File: src/rtl/dramSlotPkg.sv
package dramSlotPkg;
  localparam int TICK_W = 3;
  localparam int SLOT_W = 2;

  typedef struct packed {
    logic rowAct;
    logic colAct;
    logic addrCol;
    logic cpuSlot;
    logic weAct;
    logic vidCap;
    logic cpuCap;
  } slotStrobes_t;
endpackage

File: src/rtl/slotCtrl.sv
module slotCtrl
  import dramSlotPkg::*;
(
  input  logic         clk,
  input  logic         rst,
  input  logic         cpuWrite,
  input  logic         vidHalfRate,
  output slotStrobes_t strb
);
  logic [TICK_W-1:0] tick;
  logic              cycOdd;
  logic [SLOT_W-1:0] slotTick;

  assign slotTick = tick[SLOT_W-1:0];

  always_ff @(posedge clk) begin
    if (rst) begin
      tick   <= '0;
      cycOdd <= 1'b0;
    end else begin
      tick <= tick + 1'b1;
      if (tick == '1) cycOdd <= !cycOdd;
    end
  end

  always_comb begin
    strb.rowAct  = !rst && (slotTick != 2'd3);
    strb.colAct  = !rst && ((slotTick == 2'd1) || (slotTick == 2'd2));
    strb.addrCol = !rst && (slotTick != 2'd0);
    strb.cpuSlot = !rst && tick[TICK_W-1];
    strb.weAct   = strb.cpuSlot && cpuWrite && (slotTick != 2'd3);
    strb.vidCap  = !rst && !tick[TICK_W-1] && (slotTick == 2'd2)
                   && (!vidHalfRate || !cycOdd);
    strb.cpuCap  = strb.cpuSlot && (slotTick == 2'd2) && !cpuWrite;
  end


  ras_precharge_chk: assert property (@(posedge clk) disable iff (rst)
    !strb.rowAct |=> strb.rowAct);


  cas_after_row_chk: assert property (@(posedge clk) disable iff (rst)
    $fell(strb.rowAct) |-> !strb.colAct);


  phase_flip_chk: assert property (@(posedge clk) disable iff (rst)
    (slotTick == 2'd3) |=> (strb.cpuSlot != $past(strb.cpuSlot)));
endmodule

File: src/rtl/slotData.sv
module slotData
  import dramSlotPkg::*;
#(
  parameter int ADDR_W = 8,
  parameter int DATA_W = 8
) (
  input  logic                clk,
  input  logic                rst,
  input  slotStrobes_t        strb,
  input  logic [ADDR_W-1:0]   vidAddr,
  input  logic [ADDR_W-1:0]   cpuAddr,
  input  logic [DATA_W-1:0]   cpuWdata,
  input  logic [DATA_W-1:0]   ramDin,
  output logic [ADDR_W/2-1:0] ramAddr,
  output logic                ramRasN,
  output logic                ramCasN,
  output logic                ramWeN,
  output logic [DATA_W-1:0]   ramWdata,
  output logic                cpuPhi2,
  output logic                vidStrobe,
  output logic [DATA_W-1:0]   vidData,
  output logic [DATA_W-1:0]   cpuRdata
);
  localparam int ROW_W = ADDR_W / 2;

  logic [ADDR_W-1:0] srcAddr;

  assign srcAddr   = strb.cpuSlot ? cpuAddr : vidAddr;
  assign ramAddr   = strb.addrCol ? srcAddr[ADDR_W-1:ROW_W] : srcAddr[ROW_W-1:0];
  assign ramRasN   = !strb.rowAct;
  assign ramCasN   = !strb.colAct;
  assign ramWeN    = !strb.weAct;
  assign ramWdata  = cpuWdata;
  assign cpuPhi2   = strb.cpuSlot;
  assign vidStrobe = strb.vidCap;

  always_ff @(posedge clk) begin
    if (rst) begin
      vidData  <= '0;
      cpuRdata <= '0;
    end else begin
      if (strb.vidCap) vidData  <= ramDin;
      if (strb.cpuCap) cpuRdata <= ramDin;
    end
  end


  vid_capture_chk: assert property (@(posedge clk) disable iff (rst)
    strb.vidCap |=> (vidData == $past(ramDin)));


  vid_hold_chk: assert property (@(posedge clk) disable iff (rst)
    !strb.vidCap |=> $stable(vidData));


  cpu_capture_chk: assert property (@(posedge clk) disable iff (rst)
    strb.cpuCap |=> (cpuRdata == $past(ramDin)));


  cpu_hold_chk: assert property (@(posedge clk) disable iff (rst)
    !strb.cpuCap |=> $stable(cpuRdata));


  we_slot_chk: assert property (@(posedge clk) disable iff (rst)
    !ramWeN |-> (cpuPhi2 && !ramRasN));
endmodule

File: src/rtl/dramSlotSeq.sv
module dramSlotSeq
  import dramSlotPkg::*;
#(
  parameter int ADDR_W = 8,
  parameter int DATA_W = 8
) (
  input  logic                clk,
  input  logic                rst,
  input  logic                vidHalfRate,
  input  logic [ADDR_W-1:0]   vidAddr,
  input  logic [ADDR_W-1:0]   cpuAddr,
  input  logic                cpuWrite,
  input  logic [DATA_W-1:0]   cpuWdata,
  input  logic [DATA_W-1:0]   ramDin,
  output logic [ADDR_W/2-1:0] ramAddr,
  output logic                ramRasN,
  output logic                ramCasN,
  output logic                ramWeN,
  output logic [DATA_W-1:0]   ramWdata,
  output logic                cpuPhi2,
  output logic                vidStrobe,
  output logic [DATA_W-1:0]   vidData,
  output logic [DATA_W-1:0]   cpuRdata
);
  slotStrobes_t strb;

  slotCtrl u_ctrl (
    .clk(clk), .rst(rst), .cpuWrite(cpuWrite),
    .vidHalfRate(vidHalfRate), .strb(strb)
  );

  slotData #(.ADDR_W(ADDR_W), .DATA_W(DATA_W)) u_data (
    .clk(clk), .rst(rst), .strb(strb),
    .vidAddr(vidAddr), .cpuAddr(cpuAddr), .cpuWdata(cpuWdata), .ramDin(ramDin),
    .ramAddr(ramAddr), .ramRasN(ramRasN), .ramCasN(ramCasN), .ramWeN(ramWeN),
    .ramWdata(ramWdata), .cpuPhi2(cpuPhi2), .vidStrobe(vidStrobe),
    .vidData(vidData), .cpuRdata(cpuRdata)
  );
endmodule

File: config.mk
export PLATFORM = sky130hd
export DESIGN_NAME = dramSlotSeq
export DESIGN_NICKNAME = d
export VERILOG_FILES = /design/src/rtl/dramSlotPkg.sv /design/src/rtl/slotCtrl.sv /design/src/rtl/slotData.sv /design/src/rtl/dramSlotSeq.sv
export SDC_FILE = /design/constraint.sdc
export NUM_CORES = 1
export LEC_CHECK = 0
export BUFFER_PORTS_ARGS = -buffer_cell sky130_fd_sc_hd__buf_2
export CAP_MARGIN = 0
export CORE_MARGIN = 2
export CORE_UTILIZATION = 37
export CTS_CLUSTER_DIAMETER = 60
export CTS_CLUSTER_SIZE = 16
export DETAILED_ROUTE_END_ITERATION = 7
export HOLD_SLACK_MARGIN = 0.05
export PLACE_DENSITY_LB_ADDON = 0.05
export SLEW_MARGIN = 15
export SYNTH_ARGS = -nofsm -noshare
export SYNTH_HDL_FRONTEND = slang
export SYNTH_HIERARCHICAL = 1
export SYNTH_SLANG_ARGS = --single-unit
export TNS_END_PERCENT = 1
File: constraint.sdc
create_clock -name clk -period 1.5 [get_ports clk]
set_clock_uncertainty 0.15 [all_clocks]
set_input_delay 0.075 -clock clk [delete_from_list [all_inputs] [get_ports clk]]
set_output_delay 0.075 -clock clk [all_outputs]
set_load 0.02 [all_outputs]
Word-level counts from Yosys, hierarchy flattened

Index checks and enable logic that the tools add are counted.
Widths: inputs -> output; s select.

Bits of input ports: 36
Bits in registers: 20
Logic and storage cells: 33

Reduce and logical (&&, ||, !) cells: 22
Add/sub/neg operators: 1
Multiplexer cells: 2
Equality and inequality tests: 4

Operators by type and width:

| kind                | number |
|---|---|
| $logic_and 1x1->1   | 11 |
| $logic_not 1->1     | 8 |
| $mux 8              | 1 |
| $mux 4              | 1 |
| $add 3x1->3 const B | 1 |
| $eq 3x3->1 const B  | 1 |
| $eq 2x1->1 const B  | 1 |
| $eq 2x2->1 const B  | 1 |
| $logic_or 1x1->1    | 2 |
| $ne 2x2->1 const B  | 1 |
| $reduce_bool 2->1   | 1 |

Longest topological paths before layout

Gate-level depths: netlist of the first run.

Depth in word-level cells: 5
Mapped depth: 7
Depth with buffers taken out: 6

Hierarchy

Netlist of the first run, hierarchy kept.

Modules (own cells, without submodules):

| module   | cells an instance | sequential area each (um^2) | times used | area each (um^2) |
|---|---|---|---|---|
| slotData | 69                | 320.3                       | 1          | 750.7 |
| slotCtrl | 24                | 80.1                        | 1          | 276.5 |

Worst setup path before layout of the first run

OpenSTA, ideal clock, no wires.

Kind: register -> register
Start point: register u_ctrl.tick[0]
End point: register u_data.cpuRdata[7]
Path slack: -0.093 ns
Arrival: 1.321 ns
Setup time: 0.122 ns
Stages on the path, launching flop included: 8
Period minus slack after synthesis: 1.593 ns
Cell sequence: dfxtp_1 > inv_1 > ha_1 > inv_1 > nor4b_4 > buf_2 > mux2i_1 > nor2_1

RTL lines:

| item                   | line           | source |
|---|---|---|
| start, declared        | slotCtrl.sv:10 | `logic [TICK_W-1:0] tick;` |
| start signal, assigned | slotCtrl.sv:21 | `tick <= tick + 1'b1;` |
| end signal, assigned   | slotData.sv:43 | `if (strb.cpuCap) cpuRdata <= ramDin;` |
| end, declared          | slotData.sv:22 | `output logic [DATA_W-1:0] cpuRdata` |

==> qor.log, run 1 <==
qor: run_status.outcome finished, violations left
qor: run_status.violated_checks negative setup slack
qor: yosys.synth_top_area_share 39.0%
qor: clock_network.cts_buffers 3
qor: place.post-place-ws -90.2 ps
qor: sta.fmax 562 MHz
qor: hold_path.worstHoldStart rst
qor: clock_network.deepest_clock_path_buffer_count 2
qor: sta.final-setup-viol-count 23
qor: yosys.synth_async_sr_flop_share 0%
qor: worst_setup_path.crit_path_start_kind flip-flop
qor: layout.seqCellArea 404 um2
qor: hold_path.hold-path-endpoint u_ctrl/tick[2]$_SDFF_PP0_
qor: yosys.synth_enable_flop_cells 0
qor: yosys.synthTopCellsByArea sky130_fd_sc_hd__dfxtp_1 39%, sky130_fd_sc_hd__mux2i_1 16%, sky130_fd_sc_hd__mux4_1 10%, sky130_fd_sc_hd__buf_4 7.3%, sky130_fd_sc_hd__nor2_1 6.9%
qor: routing.first_pass_iters 4
qor: yosys.synth_commonest_cells 20 x sky130_fd_sc_hd__dfxtp_1, 19 x sky130_fd_sc_hd__nor2_1, 16 x sky130_fd_sc_hd__mux2i_1, 10 x sky130_fd_sc_hd__buf_4, 6 x sky130_fd_sc_hd__inv_1
qor: hold_path.class_of_the_tightest_hold_or_removal_check input port to flip-flop
qor: floorplan.floorplan.core_area 0.00269 mm2
qor: sta.drv_slew 0
qor: floorplan.starting_density_of_the_core 38.2%
qor: worst_setup_path.timing.critical_path.fanout_max 4
qor: global_route.grt_pass1_wl 3720 um
qor: place.post-dp-hpwl 1710 um
qor: clock_network.clock_sink_count 20
qor: yosys.ys_ff_latch 20
qor: yosys.synth-warning-count 6
qor: place.globalplace.congestion 0.678
qor: clock_network.worst_skew_pair.late_latency 280 ps
qor: sta.post-route-min-period 1780 ps
qor: routing.per_cell_routed_wire_length 11.8 um
qor: layout.filler_cells_inserted 263
qor: run.drv_cap 0
qor: yosys.synth_nets 133
qor: yosys.synthesis.area 0.00103 mm2
qor: layout.multi_input_comb_area 517 um2
qor: power.irDropWorstVdd 0.000545 V
qor: floorplan.fp.dieW 56.7 um
qor: yosys.synth_instances 93
qor: worst_setup_path.worstReg2RegStart u_ctrl/tick[0]$_SDFF_PP0_
qor: routing.detail-route-antenna-nets 0
qor: global_route.grt_pass1_vias 841
qor: routing.dr_total_vias 887
qor: routing.via_per_inst 4.55
qor: yosys.synth_sequential_area_ratio 39.0%
qor: hold_path.worst_hold_path.num_cells 3
qor: clock_network.tritoncts done
qor: layout.areaGrowthSynthToFinish 57.0%
qor: layout.fin_util 60.0%
qor: floorplan.die_height 56.7 um
qor: worst_setup_path.worstPathRequired 1270 ps
qor: sta.max_slew.worst_pin.slew 347 ps
qor: worst_setup_path.crit_start u_ctrl/tick[0]$_SDFF_PP0_
qor: yosys.synth_largest_area_cell sky130_fd_sc_hd__dfxtp_1
qor: layout.design.final.nets 206
qor: layout.stdcell_count 195
qor: sta.final_critical_path_setup_slack -281 ps
qor: floorplan.io-pin-count 69
qor: floorplan.std_cell_rows 19
qor: sta.max-slew-margin-rel 76.8%
qor: sta.rsz0062_at_grt yes
qor: layout.proportion_of_layout_cells_with_a_drive_suffix_above_1 53.7%
qor: global_route.gr-total-overflow 0
qor: worst_setup_path.path_class flip-flop to primary output
qor: yosys.dominantRegCellSynth sky130_fd_sc_hd__dfxtp_1
qor: yosys.synth_most_common_cell sky130_fd_sc_hd__dfxtp_1
qor: floorplan.die-area 0.00321 mm2
qor: power.p_per_area 692 mW/mm2
qor: routing.drt-initial-drc-count 14
qor: global_route.largest_net_degree_at_the_start_of_global_routing 11
qor: clock_network.cts_max_level 1
qor: yosys.synth_area_per_cell 11.0 um2
qor: global_route.global_route.usage.total 14.9%
qor: worst_setup_path.worst-r2r-cell-count 9
qor: power.cellLeakagePower 0.736 nW
qor: sta.finalHoldViolCount 0
qor: place.placedCellCount 170
qor: routing.remaining_drc_errors 0
qor: clock_network.cts-root-buf sky130_fd_sc_hd__clkbuf_4
qor: sta.period_share 119%
qor: place.port_buffers 52
qor: sta.whs 157 ps
qor: worst_setup_path.rr_endpoint u_data/vidData[6]$_SDFFE_PP0P_
qor: worst_setup_path.crit_path_end_kind primary output
qor: clock_network.path_clk_slew 100 ps
qor: worst_setup_path.r2r_setup_slack -210 ps
qor: layout.antenna_cells_inserted 0
qor: yosys.synth.distinct_cells 16
qor: worst_setup_path.critPathArrivalTime 1560 ps
qor: global_route.antenna_found_initial 0
qor: routing.routed_wl 2290 um
==> per-layer routing <==
layer | GRT usage, % | up-vias | share of wire [%]
met5 | 0 | - | 0
met4 | 6.12 | 0 | 0.65
met3 | 3.69 | 2 | 7.3
met2 | 26.4 | 38 | 52
met1 | 16.9 | 406 | 40
li1 | - | 441 | -
==> registers in the layout, indices dropped and copies added, names as in the netlist <==
| name | cells |
|---|---|
| u_data/cpuRdata | 8 |
| u_data/vidData | 8 |
| u_ctrl/cycOdd | 1 |
| u_ctrl/tick | 3 |
==> through the flow <==
stage | power [mW] | instance area, um2 | TNS [ps]
2_1_floorplan | 0.724 | 1040 | -40.2
3_3_place_gp | 0.780 | 1310 | -849
3_5_place_dp | 0.786 | 1310 | -1090
4_1_cts | 1.11 | 1550 | -3980
5_1_grt | 1.20 | 1610 | -5950
6_report | 1.12 | 1610 | -3970
==> worst max-delay path by stage <==
| stage | endpoint | cells past startpoint | slack [ps] |
|---|---|---|---|
| 4_1_cts | ramAddr[1] | 7 | -350 |
| 6_report | ramAddr[3] | 7 | -280 |
| 3_5_place_dp | u_data/cpuRdata[6]$_SDFFE_PP0P_ | 6 | -90 |
| 2_1_floorplan | ramAddr[0] | 2 | -9 |
| 5_1_grt | ramAddr[0] | 7 | -370 |
| 3_3_place_gp | u_data/cpuRdata[5]$_SDFFE_PP0P_ | 6 | -80 |
==> final cells by class <==
type / instances / share of cell area, %
clock buffer: 3 / 1.40
tap: 31 / 2.40
multi-input combinational: 52 / 32.0
sequential: 20 / 25.1
inverter: 6 / 1.40
timing repair buffer: 83 / 37.7
==> cell families (layout without fill, tap and decap cells) <==
logic type	Yosys count	after routing	synth area share, %
and+or+nand+nor	26	26	14.4
buffers and inverters	21	92	12.4
muxes	20	20	25.8
DFF	20	20	39.0
adders and majority gates	4	4	4.87
AOI/OAI and AO/OA	1	1	2.68
xor gates and xnor gates	1	1	0.853
==> report_power, final <==
part | switching, mW | internal [mW] | total (mW)
clock | 0.147 | 0.0932 | 0.240
sequential | 0.00901 | 0.547 | 0.556
combinational | 0.146 | 0.175 | 0.321
==> layout by cell type, fill, tap and decap left out <==
cell type	instances
sky130_fd_sc_hd__mux2i_1	16
sky130_fd_sc_hd__dlygate4sd3_1	18
sky130_fd_sc_hd__xnor2_1	1
sky130_fd_sc_hd__dfxtp_1	17
sky130_fd_sc_hd__buf_6	6
sky130_fd_sc_hd__nor2_1	18
sky130_fd_sc_hd__a2111oi_4	1
sky130_fd_sc_hd__mux4_2	4
sky130_fd_sc_hd__nor4b_4	1
sky130_fd_sc_hd__and2b_2	4
sky130_fd_sc_hd__dfxtp_2	3
sky130_fd_sc_hd__ha_4	2
sky130_fd_sc_hd__buf_12	3
sky130_fd_sc_hd__ha_1	2
sky130_fd_sc_hd__and3_1	1
sky130_fd_sc_hd__buf_4	8
sky130_fd_sc_hd__nor2_4	2
sky130_fd_sc_hd__inv_1	3
sky130_fd_sc_hd__buf_2	48
sky130_fd_sc_hd__clkbuf_4	3
sky130_fd_sc_hd__inv_2	3
==> critical path, stage by stage (launching register included) <==
cell,delay [ps]
sky130_fd_sc_hd__dfxtp_2,340
sky130_fd_sc_hd__inv_2,40
sky130_fd_sc_hd__buf_6,110
sky130_fd_sc_hd__ha_4,150
sky130_fd_sc_hd__nor2_4,70
sky130_fd_sc_hd__buf_6,110
sky130_fd_sc_hd__mux4_2,300
sky130_fd_sc_hd__buf_6,150
==> timing repair <==
item                                   in CTS  in global routing
endpoints found under the hold margin      25                  0
hold buffers                               18                  0
resized for setup                          13                 12
pin swaps                                   3                  1
setup buffers                               1                  3
setup endpoints to repair                  24                 24
Note: power is estimated with default switching activity, not from simulation.
==> inputs of run 2 (changes only) <==
Settings changed: BUFFER_PORTS_ARGS -buffer_cell sky130_fd_sc_hd__buf_2 to default, CORE_UTILIZATION 37 to 54, DONT_BUFFER_PORTS from default to 1.
==> run 2 against run 1 <==
The run still ends with negative setup slack left. Count of clock-buffer cells in the layout did not move. Flip-flop and latch count did not move. Register-to-register slack improved by 50 ps. Utilization rose by 15 points. Worst hold slack got worse by 50 ps. Sequential share of layout area rose by 5.4 points. Die area fell by 29%. Combinational power fell by 29%. Clock power rose by 83%. Sequential power rose by 2%.
==> qor.log, run 2 (synthesized netlist as in run 1, its figures left out) <==
qor: clock_network.tritoncts done
qor: run.drv_cap 0
qor: sta.final_critical_path_setup_slack -196 ps
qor: routing.first_pass_iters 4
qor: worst_setup_path.crit_path_start_kind flip-flop
qor: sta.finalHoldViolCount 0
qor: sta.final-setup-viol-count 23
qor: power.irDropWorstVdd 0.000897 V
qor: sta.max_slew.worst_pin.slew 775 ps
qor: worst_setup_path.critPathArrivalTime 1470 ps
qor: clock_network.clock_sink_count 20
qor: routing.dr_total_vias 716
qor: place.post-dp-hpwl 1250 um
qor: run_status.outcome finished, violations left
qor: floorplan.io-pin-count 69
qor: global_route.global_route.usage.total 18.6%
qor: sta.period_share 113%
qor: routing.routed_wl 1970 um
qor: place.globalplace.congestion 0.664
qor: layout.most-common-layout-cells 18 x sky130_fd_sc_hd__nor2_1, 17 x sky130_fd_sc_hd__dlygate4sd3_1, 17 x sky130_fd_sc_hd__dfxtp_1, 16 x sky130_fd_sc_hd__mux2i_1, 9 x sky130_fd_sc_hd__buf_4
qor: sta.whs 107 ps
qor: hold_path.worst_hold_path.num_cells 5
qor: floorplan.die_height 47.6 um
qor: power.p_per_area 929 mW/mm2
qor: power.cellLeakagePower 0.518 nW
qor: global_route.grt_pass1_wl 2880 um
qor: clock_network.deepest_clock_path_buffer_count 2
qor: global_route.grt_pass1_vias 701
qor: place.port_buffers 0
qor: routing.drt-initial-drc-count 11
qor: clock_network.worst_skew_pair.late_latency 300 ps
qor: power.report.power.total 1.23 mW
qor: global_route.largest_net_degree_at_the_start_of_global_routing 22
qor: floorplan.starting_density_of_the_core 58.2%
qor: floorplan.die-area 0.00227 mm2
qor: worst_setup_path.worst-r2r-cell-count 8
qor: floorplan.std_cell_rows 15
qor: floorplan.floorplan.core_area 0.00176 mm2
qor: layout.layout.cells.most_common sky130_fd_sc_hd__nor2_1
qor: sta.fmax 590 MHz
qor: hold_path.class_of_the_tightest_hold_or_removal_check input port to flip-flop
qor: routing.per_cell_routed_wire_length 14.3 um
qor: layout.postLayoutCellArea 0.00133 mm2
qor: clock_network.cts-root-buf sky130_fd_sc_hd__clkbuf_4
qor: routing.via_per_inst 5.19
qor: floorplan.fp.dieW 47.6 um
qor: place.post-place-ws -95.4 ps
qor: routing.remaining_drc_errors 0
qor: layout.antenna_cells_inserted 0
qor: layout.proportion_of_layout_cells_with_a_drive_suffix_above_1 33.6%
qor: place.placed_area 0.00104 mm2
qor: routing.detail-route-antenna-nets 0
qor: worst_setup_path.worstPathRequired 1270 ps
qor: worst_setup_path.timing.critical_path.fanout_max 4
qor: clock_network.cts_buffers 3
qor: clock_network.path_clk_slew 120 ps
qor: layout.biggestRegsByFlops u_data/cpuRdata (8), u_data/vidData (8), u_ctrl/tick (3)
qor: sta.rsz0062_at_grt yes
qor: layout.design.final.nets 154
qor: global_route.antenna_found_initial 0
qor: layout.areaGrowthSynthToFinish 29.2%
qor: clock_network.cts_max_level 1
qor: run_status.violated_checks negative setup slack
qor: sta.post-route-min-period 1700 ps
qor: worst_setup_path.path_class flip-flop to primary output
qor: sta.max-slew-margin-rel 48.3%
qor: worst_setup_path.crit_path_end_kind primary output
qor: sta.drv_slew 0
qor: global_route.gr-total-overflow 0
==> run 2: through the flow <==
stage,instances,util (%),TNS [ps]
6_report,138,75.2,-2540
5_1_grt,138,75.2,-4500
4_1_cts,138,74.8,-3550
3_5_place_dp,113,59.0,-927
3_3_place_gp,113,59.0,-416
2_1_floorplan,93,-,-40.2
==> run 2: per-layer routing <==
layer	vias up	global-route usage (%)	wire length, um
met4	0	6.49	0
li1	338	-	-
met2	45	32.4	981
met5	-	0	0
met1	333	21.4	758
met3	0	6.04	234
==> run 2: timing repair <==
item	4_1_cts	5_1_grt
gates resized for setup	18	3
hold buffers	18	0
hold endpoints to repair	28	0
setup endpoints to repair	23	23
pin swaps	3	1
buffers inserted	3	0
==> run 2: path summary, 6_finish.rpt <==
path,endpoint,slack [ps],startpoint
worst min-delay path,u_data/vidData[5]$_SDFFE_PP0P_,110,rst
worst max register to register,u_data/vidData[3]$_SDFFE_PP0P_,-160,u_ctrl/tick[0]$_SDFF_PP0_
worst min register to register,u_ctrl/tick[0]$_SDFF_PP0_,370,u_ctrl/tick[0]$_SDFF_PP0_
worst max-delay path,ramAddr[0],-200,u_ctrl/tick[0]$_SDFF_PP0_
==> run 2: power breakdown <==
| part | switching, mW | internal [mW] | total, mW | leakage [nW] |
|---|---|---|---|---|
| sequential | 0.0193 | 0.547 | 0.566 | 0.163 |
| combinational | 0.112 | 0.116 | 0.227 | 0.327 |
| clock | 0.169 | 0.270 | 0.439 | 0.0279 |
==> run 2: critical path, stage by stage (launching register included) <==
cell and delay (ps):
sky130_fd_sc_hd__dfxtp_2 350, sky130_fd_sc_hd__inv_2 40, sky130_fd_sc_hd__buf_6 110, sky130_fd_sc_hd__ha_4 150
sky130_fd_sc_hd__nor2_4 120, sky130_fd_sc_hd__mux4_2 390
==> run 2: layout make-up <==
| type | count | area (um2) |
|---|---|---|
| tap | 25 | 31.3 |
| timing repair buffer | 31 | 308 |
| clock buffer | 3 | 22.5 |
| clock inverter | 1 | 30.0 |
| fill | 130 | 437 |
| sequential | 20 | 404 |
| inverter | 6 | 25.0 |
| multi-input combinational | 52 | 507 |
